**config.mk**
```make
export PLATFORM = sky130hd
export DESIGN_NAME = golomb_rle_enc
export DESIGN_NICKNAME = d
export VERILOG_FILES = /design/src/rtl/golomb_enc_pkg.sv /design/src/rtl/golomb_run_tracker.sv /design/src/rtl/golomb_code_map.sv /design/src/rtl/golomb_bit_emitter.sv /design/src/rtl/golomb_rle_enc.sv
export SDC_FILE = /design/constraint.sdc
export NUM_CORES = 1
export LEC_CHECK = 0
export BUFFER_PORTS_ARGS = -buffer_cell sky130_fd_sc_hd__buf_2
export CORE_UTILIZATION = 31
export DETAILED_ROUTE_END_ITERATION = 12
export GPL_TIMING_DRIVEN = 0
export PLACE_DENSITY = 0.47
export SYNTH_ARGS = -nofsm -noshare
export SYNTH_HDL_FRONTEND = slang
export SYNTH_SLANG_ARGS = --single-unit
```
**constraint.sdc**
```tcl
create_clock -name clk -period 2.8 [get_ports clk]
set_input_delay 0.14 -clock clk [delete_from_list [all_inputs] [get_ports clk]]
set_output_delay 0.14 -clock clk [all_outputs]
set_load 0.02 [all_outputs]
```
**src/rtl/golomb_enc_pkg.sv**
```systemverilog
package golomb_enc_pkg;

  typedef enum logic [1:0] {
    PH_IDLE,
    PH_UNARY,
    PH_STOP,
    PH_REM
  } emit_phase_t;

  // Number of remainder bits for divisor m (m >= 2 assumed).
  function automatic int rem_bits(input int m);
    return (m < 2) ? 1 : $clog2(m);
  endfunction

  // Width of a field holding a remainder length 0..rem_bits(m).
  function automatic int len_bits(input int m);
    return $clog2(rem_bits(m) + 1);
  endfunction

  function automatic bit is_pow2(input int m);
    return (m > 0) && ((m & (m - 1)) == 0);
  endfunction

endpackage

```
**src/rtl/golomb_run_tracker.sv**
```systemverilog
module golomb_run_tracker #(
  parameter int CNT_W = 16
) (
  input  logic             clk,
  input  logic             rst,
  input  logic             take,
  input  logic             din,
  input  logic             last_in,
  output logic             close,
  output logic [CNT_W-1:0] run_len,
  output logic             overflow
);

  localparam logic [CNT_W-1:0] CNT_MAX = '1;
  localparam logic [CNT_W-1:0] CNT_ONE = CNT_W'(1);

  logic [CNT_W-1:0] cnt_q;
  logic             ovf_q;
  logic             at_max;

  assign at_max = (cnt_q == CNT_MAX);

  // A one ends the run; the end flag ends it too, counting a final zero.
  assign close = take && (din || last_in);

  always_comb begin
    if (din) begin
      run_len = cnt_q;
    end else if (at_max) begin
      run_len = CNT_MAX;
    end else begin
      run_len = cnt_q + CNT_ONE;
    end
  end

  always_ff @(posedge clk) begin
    if (rst) begin
      cnt_q <= '0;
      ovf_q <= 1'b0;
    end else if (take) begin
      if (close) begin
        cnt_q <= '0;
      end else if (!at_max) begin
        cnt_q <= cnt_q + CNT_ONE;
      end
      if (!din && at_max) begin
        ovf_q <= 1'b1;
      end
    end
  end

  assign overflow = ovf_q;

endmodule

```
**src/rtl/golomb_code_map.sv**
```systemverilog
module golomb_code_map
  import golomb_enc_pkg::*;
#(
  parameter int M   = 2,
  parameter int N_W = 16
) (
  input  logic [N_W-1:0]          n,
  output logic [N_W-1:0]          q,
  output logic [rem_bits(M)-1:0]  code,
  output logic [len_bits(M)-1:0]  len
);

  localparam int B  = rem_bits(M);
  localparam int LW = len_bits(M);
  localparam int U  = (1 << B) - M;

  generate
    if (is_pow2(M)) begin : g_pow2
      // Divisor is a power of two: quotient is a shift, remainder a slice.
      assign q    = n >> B;
      assign code = n[B-1:0];
      assign len  = LW'(B);
    end else begin : g_trunc
      localparam logic [N_W-1:0] M_N = N_W'(M);
      localparam logic [B-1:0]   U_B = B'(U);
      logic [B-1:0] r;

      assign q = n / M_N;
      assign r = B'(n % M_N);

      always_comb begin
        if (r < U_B) begin
          code = r;
          len  = LW'(B - 1);
        end else begin
          code = r + U_B;
          len  = LW'(B);
        end
      end
    end
  endgenerate

endmodule

```
**src/rtl/golomb_bit_emitter.sv**
```systemverilog
module golomb_bit_emitter
  import golomb_enc_pkg::*;
#(
  parameter int Q_W = 16,
  parameter int B   = 1,
  parameter int LW  = 1
) (
  input  logic           clk,
  input  logic           rst,
  input  logic           load,
  input  logic [Q_W-1:0] q,
  input  logic [B-1:0]   code,
  input  logic [LW-1:0]  len,
  input  logic           out_ready,
  output logic           out_valid,
  output logic           out_bit,
  output logic           in_ready
);

  localparam logic [Q_W-1:0] Q_ONE = Q_W'(1);
  localparam logic [LW-1:0]  L_ONE = LW'(1);

  emit_phase_t   ph_q, ph_d;
  logic [Q_W-1:0] zl_q, zl_d;
  logic [LW-1:0]  rl_q, rl_d;
  logic [B-1:0]   code_q, code_d;
  logic           bit_q, bit_d;
  logic           vld_q, rdy_q;
  logic [LW-1:0]  idx;
  logic [B-1:0]   shifted;

  assign idx     = rl_q - L_ONE;
  assign shifted = code_q >> idx;

  always_comb begin
    ph_d   = ph_q;
    zl_d   = zl_q;
    rl_d   = rl_q;
    code_d = code_q;
    bit_d  = bit_q;
    if (load) begin
      code_d = code;
      rl_d   = len;
      if (q != '0) begin
        ph_d  = PH_UNARY;
        zl_d  = q - Q_ONE;
        bit_d = 1'b0;
      end else begin
        ph_d  = PH_STOP;
        zl_d  = '0;
        bit_d = 1'b1;
      end
    end else if (vld_q && out_ready) begin
      unique case (ph_q)
        PH_UNARY: begin
          if (zl_q != '0) begin
            zl_d  = zl_q - Q_ONE;
            bit_d = 1'b0;
          end else begin
            ph_d  = PH_STOP;
            bit_d = 1'b1;
          end
        end
        PH_STOP, PH_REM: begin
          if (rl_q != '0) begin
            ph_d  = PH_REM;
            bit_d = shifted[0];
            rl_d  = idx;
          end else begin
            ph_d  = PH_IDLE;
            bit_d = 1'b0;
          end
        end
        default: ph_d = PH_IDLE;
      endcase
    end
  end

  always_ff @(posedge clk) begin
    if (rst) begin
      ph_q   <= PH_IDLE;
      zl_q   <= '0;
      rl_q   <= '0;
      code_q <= '0;
      bit_q  <= 1'b0;
      vld_q  <= 1'b0;
      rdy_q  <= 1'b1;
    end else begin
      ph_q   <= ph_d;
      zl_q   <= zl_d;
      rl_q   <= rl_d;
      code_q <= code_d;
      bit_q  <= bit_d;
      vld_q  <= (ph_d != PH_IDLE);
      rdy_q  <= (ph_d == PH_IDLE);
    end
  end

  assign out_valid = vld_q;
  assign out_bit   = bit_q;
  assign in_ready  = rdy_q;

endmodule

```
**src/rtl/golomb_rle_enc.sv**
```systemverilog
module golomb_rle_enc
  import golomb_enc_pkg::*;
#(
  parameter int M     = 2,
  parameter int CNT_W = 16
) (
  input  logic clk,
  input  logic rst,
  input  logic in_valid,
  input  logic in_bit,
  input  logic in_last,
  output logic in_ready,
  output logic out_valid,
  output logic out_bit,
  input  logic out_ready,
  output logic overflow
);

  localparam int B  = rem_bits(M);
  localparam int LW = len_bits(M);

  logic             take;
  logic             close;
  logic [CNT_W-1:0] run_len;
  logic [CNT_W-1:0] quo;
  logic [B-1:0]     rcode;
  logic [LW-1:0]    rlen;

  assign take = in_valid && in_ready;

  golomb_run_tracker #(.CNT_W(CNT_W)) u_track (
    .clk      (clk),
    .rst      (rst),
    .take     (take),
    .din      (in_bit),
    .last_in  (in_last),
    .close    (close),
    .run_len  (run_len),
    .overflow (overflow)
  );

  golomb_code_map #(.M(M), .N_W(CNT_W)) u_map (
    .n    (run_len),
    .q    (quo),
    .code (rcode),
    .len  (rlen)
  );

  golomb_bit_emitter #(.Q_W(CNT_W), .B(B), .LW(LW)) u_emit (
    .clk       (clk),
    .rst       (rst),
    .load      (close),
    .q         (quo),
    .code      (rcode),
    .len       (rlen),
    .out_ready (out_ready),
    .out_valid (out_valid),
    .out_bit   (out_bit),
    .in_ready  (in_ready)
  );

endmodule

```
---- Word-level counts from Yosys, hierarchy flattened ----
Index checks and enable logic that the tools add are counted.
cells by class
  $add $sub $neg .......................... 4
  reduce and logical (&&, ||, !) cells .... 21
  shift-type cells ........................ 1
  equal/unequal tests ..................... 5
  multiplexer cells ....................... 25
operators with widths
  operator               count
  $mux 16                9
  $reduce_bool 16->1     2
  $add 16x1->16 const B  1
  $eq 16x16->1 const B   1
  $sub 15x1->16 const B  1
  $sub 16x1->16 const B  1
  $mux 2                 5
  $reduce_bool 2->1      5
  $mux 1                 9
  $reduce_and 2->1       4
  $eq 2x2->1 const B     2
  $logic_and 1x1->1      4
  $pmux 2 s2             1
  $reduce_and 3->1       1
  $reduce_bool 3->1      1
  $eq 2x1->1 const B     1
  $logic_not 2->1        1
  $ne 2x2->1 const B     1
  $pmux 1 s2             1
  $reduce_or 2->1        1
  $logic_not 1->1        1
  $logic_or 1x1->1       1
  $shr 1x1->1            1
  $sub 1x1->1 const B    1
word-level totals
  output and inout port bits .............. 4
  register bits after elaboration ......... 40

---- Logic depth before layout (Yosys ltp) ----
Gate-level depths: netlist of run 1.
  depth after elaboration ................. 7
  gate-level depth with buffers ........... 14

---- By module ----
Synthesis of run 1 repeated with hierarchy kept, for this count alone.
second synthesis, totals
  cell total of the unflattened synthesis .. 406
  area total of the unflattened synthesis .. 3,211.8 um2
by module, submodules not included
  module              seq. area each (um2)  times used  cells each  area an instance (um2)
  golomb_bit_emitter  460.4                 1           201         1,624.1
  golomb_run_tracker  340.3                 1           184         1,438.9
  golomb_code_map     0.0                   1           20          142.6
  golomb_rle_enc      0.0                   1           1           6.3

---- Worst setup path after synthesis of run 1 ----
Ideal clock, no wire load.
  path type ............................... register -> register
  start ................................... register u_track.cnt_q[0]
  end ..................................... register u_emit.rdy_q, in the netlist u_emit.in_ready
  arrival time ............................ 2.590 ns
  data required time ...................... 2.686 ns
  buffers on the path ..................... 3
  setup slack ............................. 0.096 ns
  library setup time ...................... 0.114 ns
  period minus slack after synthesis ...... 2.704 ns
  stages on the path, launching flop included .. 13
  cell sequence ........................... dfxtp_1 -> ha_1 -> buf_6 -> and3_4 -> buf_6 -> a41oi_4 -> a31oi_1 -> a2111oi_2 -> or4b_4 -> nand2_4 -> buf_8 -> nand2_2 -> a21o_1
on the way
  word-level cells in the longest chain between the ends .. 7
ends and longest elaborated chain
  item                                                  RTL line                                            text
  from (decl)                                           golomb_run_tracker.sv:17                            logic [CNT_W-1:0] cnt_q;
  from (signal assigned)                                golomb_run_tracker.sv:44                            cnt_q <= cnt_q + CNT_ONE;
  $add 16x1->16 / $eq 16x16->1 (equally long branches)  golomb_run_tracker.sv:32, golomb_run_tracker.sv:21
  $mux 16 (*)                                           golomb_run_tracker.sv:29                            end else if (at_max) begin
  $mux 16 (*)                                           golomb_run_tracker.sv:27                            if (din) begin
  $reduce_bool 16->1 (*)                                golomb_bit_emitter.sv:44                            if (q != '0) begin
  $mux 2 (*)                                            golomb_bit_emitter.sv:44
  $mux 2 (*)                                            golomb_bit_emitter.sv:41                            if (load) begin
  $logic_not 2->1 (*)                                   golomb_bit_emitter.sv:95                            rdy_q <= (ph_d == PH_IDLE);
  to (signal assigned)                                  golomb_bit_emitter.sv:95
  to (decl)                                             golomb_bit_emitter.sv:28                            logic vld_q, rdy_q;
Mark *: on every way between the ends. The rest lies on a longest branch, timed or not.
A chain may end at the register's enable or synchronous reset.

---- Worst setup path in the final report of run 1 ----
  start ................................... register u_track.cnt_q[6]
  end ..................................... register u_emit.rdy_q, in the netlist u_emit.in_ready
on the way
  word-level cells in the longest chain between the ends .. 7
ends and longest elaborated chain
  item                                                  RTL line
  $add 16x1->16 / $eq 16x16->1 (equally long branches)  golomb_run_tracker.sv:32, golomb_run_tracker.sv:21
  $mux 16                                               golomb_run_tracker.sv:29
  $mux 16 (*)                                           golomb_run_tracker.sv:27
  $reduce_bool 16->1 (*)                                golomb_bit_emitter.sv:44
  $mux 2 (*)                                            golomb_bit_emitter.sv:44
  $mux 2 (*)                                            golomb_bit_emitter.sv:41
  $logic_not 2->1 (*)                                   golomb_bit_emitter.sv:95
Marked as above.

==> impl_metrics.env, run 1 <==
export IMPL_status="completed"
export IMPL_grt_pass1_vias=2767
export IMPL_synth_cells=378
export IMPL_max_slew_worst_pin_slew_ps=858
export IMPL_r2r_worst_path_cells=13
export IMPL_crit_path_start_kind="flip-flop"
export IMPL_min_period_over_period=0.979
export IMPL_die_area_sq_um=10100
export IMPL_grt_ovfl_total=0
export IMPL_worst_path_max_fanout=8
export IMPL_nFillCells=970
export IMPL_critPathRequiredTime_ps=3010
export IMPL_grt_pass1_wl_mm=14.9
export IMPL_reg2reg_from="u_track.cnt_q[6]$_SDFFE_PP0P_"
export IMPL_gpl_final_weighted_congestion=0.867
export IMPL_synth_warning_count=0
export IMPL_power_density_over_the_cells_nw_per_um2=364
export IMPL_yosys_area_top_type_share=0.265
export IMPL_drc_errors_left=0
export IMPL_htreeDepth=2
export IMPL_fin_skew_ps=3.79
export IMPL_port_buffer_count=8
export IMPL_setup_repair_after_global_routing_missed_its_margin="true"
export IMPL_cts_buffer_depth=2
export IMPL_cp_cell_sequence="buf_6, buf_4, and4_1, buf_6, a41oi_4, buf_6, a31oi_4, a2111oi_4, or4b_4, nand2_4, buf_8, nand2_4, a21o_1"
export IMPL_crit_reg2reg_capture="u_emit.in_ready$_SDFF_PP1_"
export IMPL_ir_worst_vdd_mv=0.191
export IMPL_tritoncts="done"
export IMPL_wirelength_mm=9.41
export IMPL_fp_coreArea_sq_um=9330
export IMPL_numClockSinks=40
export IMPL_register_area_sq_um=815
export IMPL_proportion_of_layout_cells_with_a_drive_suffix_above_1=0.272
export IMPL_dominantRegCellSynth="sky130_fd_sc_hd__dfxtp_1"
export IMPL_detail_route_antenna_nets=0
export IMPL_postSynthRegisterBits=40
export IMPL_synthesis_nets=387
export IMPL_clk_latency_ps=310
export IMPL_syn2layout_area_growth_pct=24.7
export IMPL_cell_type_with_the_largest_total_area_after_synthesis="sky130_fd_sc_hd__dfxtp_1"
export IMPL_finalWorstPathRequiredPeriod_ps=2740
export IMPL_min_delay_start="rst"
export IMPL_clk_root_buffer_cell="sky130_fd_sc_hd__clkbuf_8"
export IMPL_avgSynthCellArea_sq_um=7.98
export IMPL_start_util=0.324
export IMPL_num_antenna_cells=0
export IMPL_cts_buffers_inserted=5
export IMPL_top_level_ports=10
export IMPL_cp_startpoint="u_track.cnt_q[6]$_SDFFE_PP0P_"
export IMPL_detailedRoute_firstIterationViolations=185
export IMPL_worst_hold_path_endpoint="u_emit.zl_q[3]$_SDFFE_PP0P_"
export IMPL_track_usage=0.193
export IMPL_maxClockFrequency_ghz=0.365
export IMPL_cp_data_arrival_time_ps=2950
export IMPL_largest_net_degree_at_the_start_of_global_routing=14
export IMPL_hold_class="in2reg"
export IMPL_synth_area_sq_um=3020
export IMPL_critPathSlowestCell="sky130_fd_sc_hd__or4b_4"
export IMPL_floorplan_rows=35
export IMPL_wl_per_cell_um=17.0
export IMPL_synth_distinct_cells=70
export IMPL_critPathMaxStageDelay_ps=520
export IMPL_clock_transition_at_the_registers_of_the_reported_paths_ps=90
export IMPL_avgViaCountPerCell=5.45
export IMPL_dp_final_hpwl_mm=6.64
export IMPL_leakagePower_uw=0.00147
export IMPL_multi_input_comb_area_sq_um=2220
export IMPL_largestRegisters="u_emit.zl_q x16, u_track.cnt_q x16, u_emit.ph_q x2"
export IMPL_post_cts_hold_buffer_count=0
export IMPL_fin_util=0.403
export IMPL_endpoint_kind="flip-flop"
export IMPL_synth_edff_count=0
export IMPL_crit_top_cell="sky130_fd_sc_hd__buf_6"
export IMPL_synth_yosys_seq_area_share=0.265
export IMPL_slew_headroom=0.426
export IMPL_timing_setup_critical_path_class="reg2reg"
export IMPL_timing_setup_tns_ps=0
export IMPL_via_count=3010
export IMPL_timing_final_max_slew_violations=0
export IMPL_r2r_slack_ps=60
export IMPL_finalSetupViolations=0
export IMPL_layout_nets=431
export IMPL_timing_max_cap_violations=0
export IMPL_whs_path_depth=2
export IMPL_postSynth_asyncResetShare=0
export IMPL_die_h_um=101
export IMPL_chipWidth_um=101
export IMPL_most_area_consuming_cells_after_synthesis="sky130_fd_sc_hd__dfxtp_1 (27%), sky130_fd_sc_hd__nor2_1 (7.1%), sky130_fd_sc_hd__xor2_1 (4.4%)"
export IMPL_hold_violations=0
export IMPL_grt_antenna_before_repair=0
export IMPL_drt_first_pass_iters=5
-- cells in the mapped netlist, types with 3 or more instances --
cell / instances
sky130_fd_sc_hd__buf_2: 5
sky130_fd_sc_hd__nand3b_1: 3
sky130_fd_sc_hd__o21a_1: 3
sky130_fd_sc_hd__and3_1: 9
sky130_fd_sc_hd__clkbuf_1: 6
sky130_fd_sc_hd__buf_6: 9
sky130_fd_sc_hd__nor3_1: 16
sky130_fd_sc_hd__xnor2_1: 10
sky130_fd_sc_hd__xor2_1: 15
sky130_fd_sc_hd__a22oi_1: 3
sky130_fd_sc_hd__nor2_1: 57
sky130_fd_sc_hd__nand4_1: 5
sky130_fd_sc_hd__inv_1: 7
sky130_fd_sc_hd__nand4_2: 3
sky130_fd_sc_hd__or3_1: 6
sky130_fd_sc_hd__a21oi_1: 26
sky130_fd_sc_hd__nand2b_1: 4
sky130_fd_sc_hd__a31oi_1: 8
sky130_fd_sc_hd__and2_1: 4
sky130_fd_sc_hd__dfxtp_1: 40
sky130_fd_sc_hd__o22ai_1: 5
sky130_fd_sc_hd__a21o_1: 3
sky130_fd_sc_hd__nand3_1: 13
sky130_fd_sc_hd__ha_1: 3
sky130_fd_sc_hd__nor4_1: 7
sky130_fd_sc_hd__o32ai_1: 7
sky130_fd_sc_hd__a211oi_1: 5
sky130_fd_sc_hd__nand2_1: 27
sky130_fd_sc_hd__o21ai_0: 16
-- cells by family after synthesis --
family | count (synthesis) | synth area share
AOI/OAI and AO/OA | 101 | 0.250
xor gates and xnor gates | 25 | 0.0726
adders and majority gates | 3 | 0.0124
buffers and inverters | 30 | 0.0667
DFF | 40 | 0.265
muxes | 2 | 0.00705
and+or+nand+nor | 177 | 0.326
-- how the worst max path moves through the flow --
stage                                       end  slack, ps  cells after the start
floorplan            u_emit.in_ready$_SDFF_PP1_        100                     12
global placement    u_emit.zl_q[0]$_SDFFE_PP0P_       -410                     11
detailed placement  u_emit.zl_q[0]$_SDFFE_PP0P_       -350                     11
CTS                  u_emit.in_ready$_SDFF_PP1_          8                     11
global route        u_emit.zl_q[2]$_SDFFE_PP0P_        -20                     11
finish               u_emit.in_ready$_SDFF_PP1_         60                     13
-- worst max-delay path: cells and delay by family, from the launching register on --
family / cells / cell delay, ps
buffers and inverters: 5 / 670
and+or+nand+nor: 4 / 880
DFF: 1 / 320
AOI/OAI and AO/OA: 4 / 780
-- where the power goes --
part | internal (uW) | switching [uW] | leakage (uW)
registers | 594 | 28.4 | 0.000329
clock network | 200 | 240 | 0.0000434
logic | 122 | 185 | 0.00110
-- metal layers --
metal	wire, um	global-route usage	vias to the layer above
met5	0	0	-
met4	174	0.0635	0
met3	296	0.0243	14
met2	4400	0.327	68
met1	4540	0.254	1440
li1	-	-	1488
-- metrics by stage --
step           cells  instance area, sq um  hold WS (ps)  setup slack (ps)  total power, uW
2_1_floorplan    378                  3020           258              95.9              829
3_3_place_gp     515                  3220           407              -408              906
3_5_place_dp     515                  3220           411              -353              906
4_1_cts          536                  3540          82.6              8.11             1360
5_1_grt          552                  3760          97.2             -19.9             1440
6_report         552                  3760          81.6              58.4             1370
-- cells in the final DEF, fill, tap and decap left out, types with 6 or more instances in the layout --
| cell type | synthesis | routed |
|---|---|---|
| sky130_fd_sc_hd__a21oi_1 | 26 | 26 |
| sky130_fd_sc_hd__a31oi_1 | 8 | 7 |
| sky130_fd_sc_hd__and3_1 | 9 | 8 |
| sky130_fd_sc_hd__buf_2 | 5 | 13 |
| sky130_fd_sc_hd__buf_4 | 1 | 30 |
| sky130_fd_sc_hd__buf_6 | 9 | 7 |
| sky130_fd_sc_hd__clkbuf_1 | 6 | 6 |
| sky130_fd_sc_hd__clkbuf_8 | 0 | 6 |
| sky130_fd_sc_hd__dfxtp_1 | 40 | 33 |
| sky130_fd_sc_hd__inv_1 | 7 | 7 |
| sky130_fd_sc_hd__nand2_1 | 27 | 26 |
| sky130_fd_sc_hd__nand3_1 | 13 | 13 |
| sky130_fd_sc_hd__nor2_1 | 57 | 55 |
| sky130_fd_sc_hd__nor3_1 | 16 | 15 |
| sky130_fd_sc_hd__o21ai_0 | 16 | 14 |
| sky130_fd_sc_hd__or3_1 | 6 | 6 |
| sky130_fd_sc_hd__xnor2_1 | 10 | 10 |
| sky130_fd_sc_hd__xor2_1 | 15 | 15 |
-- cell type report --
type	instances	share of cell area
multi-input cells	308	0.589
flip-flops and latches	40	0.216
repair buffers	39	0.0768
well taps	129	0.0429
plain buffers	21	0.0416
clock buffers	6	0.0219
inverters	7	0.00698
clock inverters	2	0.00399
-- repair_timing --
| action | CTS | global route |
|---|---|---|
| endpoints found under the hold margin | 0 | 0 |
| resized for setup | 21 | 24 |
| buffers inserted | 13 | 18 |
| pin swaps | 6 | 9 |
| endpoints found under the setup margin | 27 | 22 |
(Power assumes the default switching activity.)
==> inputs of run 2 (changes only) <==
- CORE_MARGIN: not set -> 1
- PLACE_DENSITY: 0.47 -> 0.5
==> run 2 against run 1 <==
Compared with the run above:
- via count rose by 2.3%
- total power rose by 5.1%
- non-clock buffer count fell by 8
- maximum frequency barely moved
- register-to-register slack barely moved
- critical path depth fell by 1
- first-iteration DRC count fell by 3.8%
- clock power rose by 18%
- combinational power fell by 2%
- sequential share of layout area rose by 0.40 points
- sequential power barely moved
- worst setup slack improved by 2.3 ps
- largest power group unchanged
- highest routed layer unchanged
==> impl_metrics.env, run 2 (same netlist as run 1, synthesis figures left out) <==
export IMPL_status="completed"
export IMPL_clk_root_buffer_cell="sky130_fd_sc_hd__clkbuf_8"
export IMPL_wl_per_cell_um=17.0
export IMPL_p_total_uw=1440
export IMPL_clk_latency_ps=310
export IMPL_drc_errors_left=0
export IMPL_timing_max_cap_violations=0
export IMPL_dp_final_hpwl_mm=6.60
export IMPL_power_density_over_the_cells_nw_per_um2=390
export IMPL_wirelength_mm=9.23
export IMPL_chipWidth_um=101
export IMPL_worst_path_max_fanout=9
export IMPL_start_util=0.324
export IMPL_tritoncts="done"
export IMPL_top_level_ports=10
export IMPL_leakagePower_uw=0.00143
export IMPL_gr_layer_usage_met2=0.315
export IMPL_gpl_final_weighted_congestion=0.917
export IMPL_detailedRoute_firstIterationViolations=178
export IMPL_num_antenna_cells=0
export IMPL_port_buffer_count=8
export IMPL_syn2layout_area_growth_pct=22.3
export IMPL_ir_worst_vdd_mv=0.227
export IMPL_grt_busiest_layer="met2"
export IMPL_cts_buffer_depth=2
export IMPL_drt_first_pass_iters=5
export IMPL_clock_transition_at_the_registers_of_the_reported_paths_ps=90
export IMPL_proportion_of_layout_cells_with_a_drive_suffix_above_1=0.236
export IMPL_layout_nets=423
export IMPL_fin_hold_ws_ps=96.4
export IMPL_fp_coreArea_sq_um=9330
export IMPL_finalSetupViolations=0
export IMPL_htreeDepth=2
export IMPL_grt_pass1_vias=2873
export IMPL_hold_class="in2reg"
export IMPL_max_slew_worst_pin_slew_ps=909
export IMPL_die_area_sq_um=10100
export IMPL_cts_buffers_inserted=5
export IMPL_via_count=3080
export IMPL_endpoint_kind="flip-flop"
export IMPL_floorplan_rows=35
export IMPL_grt_ovfl_total=0
export IMPL_grt_antenna_before_repair=0
export IMPL_numClockSinks=40
export IMPL_slew_headroom=0.392
export IMPL_cp_data_arrival_time_ps=2950
export IMPL_hold_violations=0
export IMPL_min_period_over_period=0.978
export IMPL_track_usage=0.194
export IMPL_setup_repair_after_global_routing_missed_its_margin="true"
export IMPL_largest_net_degree_at_the_start_of_global_routing=15
export IMPL_die_h_um=101
export IMPL_fin_skew_ps=4.93
export IMPL_avgViaCountPerCell=5.66
export IMPL_largestRegisters="u_emit.zl_q x16, u_track.cnt_q x16, u_emit.ph_q x2"
export IMPL_detail_route_antenna_nets=0
export IMPL_post_cts_hold_buffer_count=0
export IMPL_timing_final_max_slew_violations=0
export IMPL_final_common_cell="sky130_fd_sc_hd__nor2_1"
export IMPL_timing_setup_critical_path_class="reg2reg"
export IMPL_grt_use_met3=0.0229
export IMPL_global_route_met1_utilization=0.266
export IMPL_critPathRequiredTime_ps=3010
export IMPL_finalWorstPathRequiredPeriod_ps=2740
export IMPL_fin_util=0.396
export IMPL_maxClockFrequency_ghz=0.365
export IMPL_crit_path_start_kind="flip-flop"
export IMPL_grt_pass1_wl_mm=15.1
export IMPL_commonest_cells_after_routing_fill_and_taps_aside="sky130_fd_sc_hd__nor2_1 (56), sky130_fd_sc_hd__dfxtp_1 (36), sky130_fd_sc_hd__nand2_1 (26), sky130_fd_sc_hd__a21oi_1 (26), sky130_fd_sc_hd__buf_4 (21)"
-- run 2: cell count changes in the layout (fill, tap and decap cells not counted), sizes merged --
| cell | change |
|---|---|
| buf | -8 |
| clkbuf | -1 |
| inv | +1 |
| clkinvlp | -1 |
| bufinv | +1 |
-- run 2: repair_timing --
item / 4_1_cts / 5_1_grt
pin swaps: 2 / 8
endpoints found under the hold margin: 0 / 0
gates cloned: 1 / 0
endpoints found under the setup margin: 28 / 20
setup buffers: 11 / 10
gates resized for setup: 21 / 14
-- run 2: final timing paths --
check | from | end | slack (ps) | depth (start not counted)
min | rst | u_emit.zl_q[3]$_SDFFE_PP0P_ | 100 | 2
min reg2reg | u_track.overflow$_SDFFE_PP0P_ | u_track.overflow$_SDFFE_PP0P_ | 480 | 2
max reg2reg | u_track.cnt_q[6]$_SDFFE_PP0P_ | u_emit.in_ready$_SDFF_PP1_ | 60 | 12
max | u_track.cnt_q[6]$_SDFFE_PP0P_ | u_emit.in_ready$_SDFF_PP1_ | 60 | 12
-- run 2: cell type report --
cell class | instances | area, sq um
Buffer | 22 | 171
Clock buffer | 5 | 68.8
Clock inverter | 3 | 46.3
Fill cell | 916 | 5640
Inverter | 7 | 26.3
Multi-Input combinational cell | 308 | 2180
Sequential cell | 40 | 813
Tap cell | 129 | 161
Timing Repair Buffer | 30 | 225
-- run 2: routing by layer --
layer | share of wire | wire [um]
met5 | 0 | 0
met4 | 0.022 | 201
met3 | 0.049 | 453
met2 | 0.46 | 4280
met1 | 0.47 | 4300
-- run 2: report_power, final --
part,internal (uW),total (uW),switching (uW)
logic,117,301,184
registers,593,620,26.8
clock network,269,518,249
total,979,1440,461
-- run 2: worst max-delay path, stage by stage (launching register included) --
cell                        delay [ps]
sky130_fd_sc_hd__dfxtp_1           340
sky130_fd_sc_hd__buf_6             140
sky130_fd_sc_hd__nand4_4           130
sky130_fd_sc_hd__buf_8             170
sky130_fd_sc_hd__buf_4             130
sky130_fd_sc_hd__a211oi_2          140
sky130_fd_sc_hd__a21oi_1           190
sky130_fd_sc_hd__a2111oi_4         390
sky130_fd_sc_hd__or4b_4            550
sky130_fd_sc_hd__nand2_8           120
sky130_fd_sc_hd__buf_8             130
sky130_fd_sc_hd__nand2_4            50
sky130_fd_sc_hd__a21o_1            160
-- run 2: metrics by stage --
step | area, sq um | TNS (ps) | setup slack (ps) | cells
final | 3690 | 0 | 60.7 | 544
after global routing | 3690 | -218 | -48.6 | 544
after CTS | 3560 | -89.9 | -25.5 | 535
after detailed placement | 3220 | -5080 | -336 | 515
after global placement | 3220 | -5280 | -395 | 515
after floorplan | 3020 | 0 | 95.9 | 378
==> inputs of run 3 (changes only) <==
- BUFFER_PORTS_ARGS: -buffer_cell sky130_fd_sc_hd__buf_2 -> not set
- DONT_BUFFER_PORTS: not set -> 1
- PLACE_DENSITY: 0.5 -> 0.49
- clock period: 2.8 -> 2.3 ns (I/O delays scaled with it)
==> run 3 against run 2 <==
Compared with the run above:
- the run now ends with negative setup slack left
- routed wire length rose by 12%
- clock-buffer cell count did not move
- clock power rose by 21%
- sequential power rose by 23%
- worst setup slack got worse by 430 ps
- register-to-register slack got worse by 430 ps
- non-clock buffer count rose by 36
- critical path depth fell by 1
- total power rose by 26%
- cell count rose by 6.6%
- flip-flop and latch count did not move
==> impl_metrics.env, run 3 (same netlist as run 1, synthesis figures left out) <==
export IMPL_die_area_sq_um=10100
export IMPL_max_slew_worst_pin_slew_ps=765
export IMPL_grt_pass1_wl_mm=16.0
export IMPL_critPathMaxStageDelay_ps=550
export IMPL_fin_area_sq_um=4240
export IMPL_r2r_slack_ps=-370
export IMPL_min_period_over_period=1.16
export IMPL_power_density_over_the_cells_nw_per_um2=427
export IMPL_dp_final_hpwl_mm=6.71
export IMPL_die_h_um=101
export IMPL_grt_pass1_vias=3036
export IMPL_wirelength_mm=10.4
export IMPL_critPathTopFamily="simple AND/OR/NAND/NOR gates"
export IMPL_floorplan_rows=35
export IMPL_hold_violations=0
export IMPL_crit_path_start_kind="flip-flop"
export IMPL_cts_buffers_inserted=5
export IMPL_ir_worst_vdd_mv=0.252
export IMPL_reg2reg_from="u_track.cnt_q[1]$_SDFFE_PP0P_"
export IMPL_wl_per_cell_um=17.9
export IMPL_fin_hold_ws_ps=73.7
export IMPL_critPathRequiredTime_ps=2460
export IMPL_dp_slack_ps=-706
export IMPL_r2r_worst_path_cells=11
export IMPL_commonest_cells_after_routing_fill_and_taps_aside="sky130_fd_sc_hd__buf_4 (60), sky130_fd_sc_hd__nor2_1 (51), sky130_fd_sc_hd__dfxtp_1 (28)"
export IMPL_timing_setup_critical_path_class="reg2reg"
export IMPL_num_antenna_cells=0
export IMPL_leakagePower_uw=0.00169
export IMPL_critPathSlowestCell="sky130_fd_sc_hd__or4b_4"
export IMPL_drt_first_pass_iters=5
export IMPL_timing_final_ws_setup_ps=-373
export IMPL_violations="negative setup slack"
export IMPL_fin_skew_ps=11.1
export IMPL_hold_class="in2reg"
export IMPL_gpl_final_weighted_congestion=0.941
export IMPL_whs_path_depth=2
export IMPL_crit_top_cell="sky130_fd_sc_hd__a41oi_4"
export IMPL_layout_nets=459
export IMPL_clock_transition_at_the_registers_of_the_reported_paths_ps=90
export IMPL_worst_path_max_fanout=8
export IMPL_clk_latency_ps=300
export IMPL_maxClockFrequency_ghz=0.374
export IMPL_top_level_ports=10
export IMPL_syn2layout_area_growth_pct=40.5
export IMPL_final_common_cell="sky130_fd_sc_hd__buf_4"
export IMPL_numClockSinks=40
export IMPL_start_util=0.324
export IMPL_worst_hold_path_endpoint="u_emit.zl_q[1]$_SDFFE_PP0P_"
export IMPL_finalSetupViolations=21
export IMPL_cts_buffer_depth=2
export IMPL_largestRegisters="u_emit.zl_q x16, u_track.cnt_q x16, u_emit.ph_q x2"
export IMPL_proportion_of_layout_cells_with_a_drive_suffix_above_1=0.381
export IMPL_timing_setup_tns_ps=-6090
export IMPL_crit_reg2reg_capture="u_emit.zl_q[2]$_SDFFE_PP0P_"
export IMPL_status="finished, violations left"
export IMPL_area_after_dpl_sq_um=3270
export IMPL_track_usage=0.204
export IMPL_grt_ovfl_total=0
export IMPL_slew_headroom=0.490
export IMPL_fin_util=0.455
export IMPL_min_delay_start="rst"
export IMPL_cp_num_cells=11
export IMPL_endpoint_kind="flip-flop"
export IMPL_largest_net_degree_at_the_start_of_global_routing=15
export IMPL_timing_max_cap_violations=0
export IMPL_fp_coreArea_sq_um=9330
export IMPL_avgViaCountPerCell=5.56
export IMPL_tritoncts="done"
export IMPL_port_buffer_count=0
export IMPL_detailedRoute_firstIterationViolations=248
export IMPL_number_of_buffers_and_inverters_on_the_critical_path=2
export IMPL_setup_repair_after_global_routing_missed_its_margin="true"
export IMPL_clk_root_buffer_cell="sky130_fd_sc_hd__clkbuf_8"
export IMPL_cp_cell_sequence="ha_4, and3_4, a41oi_4, buf_6, a41oi_4, a2111oi_4, or4b_4, nand2_8, buf_8, a2bb2oi_2, nor2_1"
export IMPL_finalWorstPathRequiredPeriod_ps=2670
export IMPL_detail_route_antenna_nets=0
export IMPL_htreeDepth=2
export IMPL_chipWidth_um=101
export IMPL_grt_antenna_before_repair=0
export IMPL_timing_final_max_slew_violations=0
export IMPL_drc_errors_left=0
export IMPL_via_count=3224
export IMPL_cp_data_arrival_time_ps=2830
-- run 3: changes by cell type in the layout (fill, tap and decap cells not counted), moves of 4 or more --
cell	delta
sky130_fd_sc_hd__nor2_1	-5
sky130_fd_sc_hd__dfxtp_4	+4
sky130_fd_sc_hd__o32ai_2	+4
sky130_fd_sc_hd__o32ai_1	-5
sky130_fd_sc_hd__buf_2	-9
sky130_fd_sc_hd__dfxtp_1	-8
sky130_fd_sc_hd__dfxtp_2	+4
sky130_fd_sc_hd__nor2_2	+4
sky130_fd_sc_hd__buf_4	+39
-- run 3: final cells by class --
class	count	area [sq um]
tap	129	161
clock inverter	3	47.5
timing repair buffer	69	556
buffer	19	161
fill	914	5090
multi-input combinational	308	2390
clock buffer	5	68.8
inverter	7	26.3
sequential	40	833
-- run 3: timing repair --
item | 4_1_cts | 5_1_grt
hold buffers | 1 | 0
hold endpoints to repair | 1 | 0
buffers inserted | 42 | 26
setup endpoints to repair | 31 | 31
gates cloned | 1 | 2
pin swaps | 22 | 19
gates resized for setup | 37 | 49
-- run 3: worst reg2reg max path, delay by kind of cell (launching register included) --
| kind | cells | cell delay (ps) |
|---|---|---|
| AOI/OAI and AO/OA | 4 | 800 |
| buffers and inverters | 2 | 260 |
| adders and majority gates | 1 | 200 |
| and+or+nand+nor | 4 | 920 |
| DFF | 1 | 360 |
-- run 3: metal layers --
layer	global-route usage	up-vias	wire [um]
met4	0.0747	0	285
li1	-	1547	-
met1	0.275	1552	4670
met2	0.342	105	4890
met5	0	-	0
met3	0.0166	20	521
-- run 3: worst max path at each step --
stage / start / to
global placement: u_track.cnt_q[1]$_SDFFE_PP0P_ / u_emit.zl_q[4]$_SDFFE_PP0P_
CTS: u_track.cnt_q[6]$_SDFFE_PP0P_ / u_emit.zl_q[2]$_SDFFE_PP0P_
global route: u_track.cnt_q[1]$_SDFFE_PP0P_ / u_emit.zl_q[2]$_SDFFE_PP0P_
floorplan: u_track.cnt_q[0]$_SDFFE_PP0P_ / u_emit.in_ready$_SDFF_PP1_
finish: u_track.cnt_q[1]$_SDFFE_PP0P_ / u_emit.zl_q[2]$_SDFFE_PP0P_
detailed placement: u_track.cnt_q[0]$_SDFFE_PP0P_ / u_track.cnt_q[14]$_SDFFE_PP0P_
-- run 3: stage by stage --
stage,instances,total power [uW]
after global placement,507,1090
after detailed placement,507,1100
after global routing,580,1900
after CTS,557,1790
after floorplan,378,1010
final,580,1810
-- run 3: power breakdown --
group	switching [uW]	internal [uW]
Clock	299	328
Combinational	238	184
Sequential	44.7	717
Total	582	1230
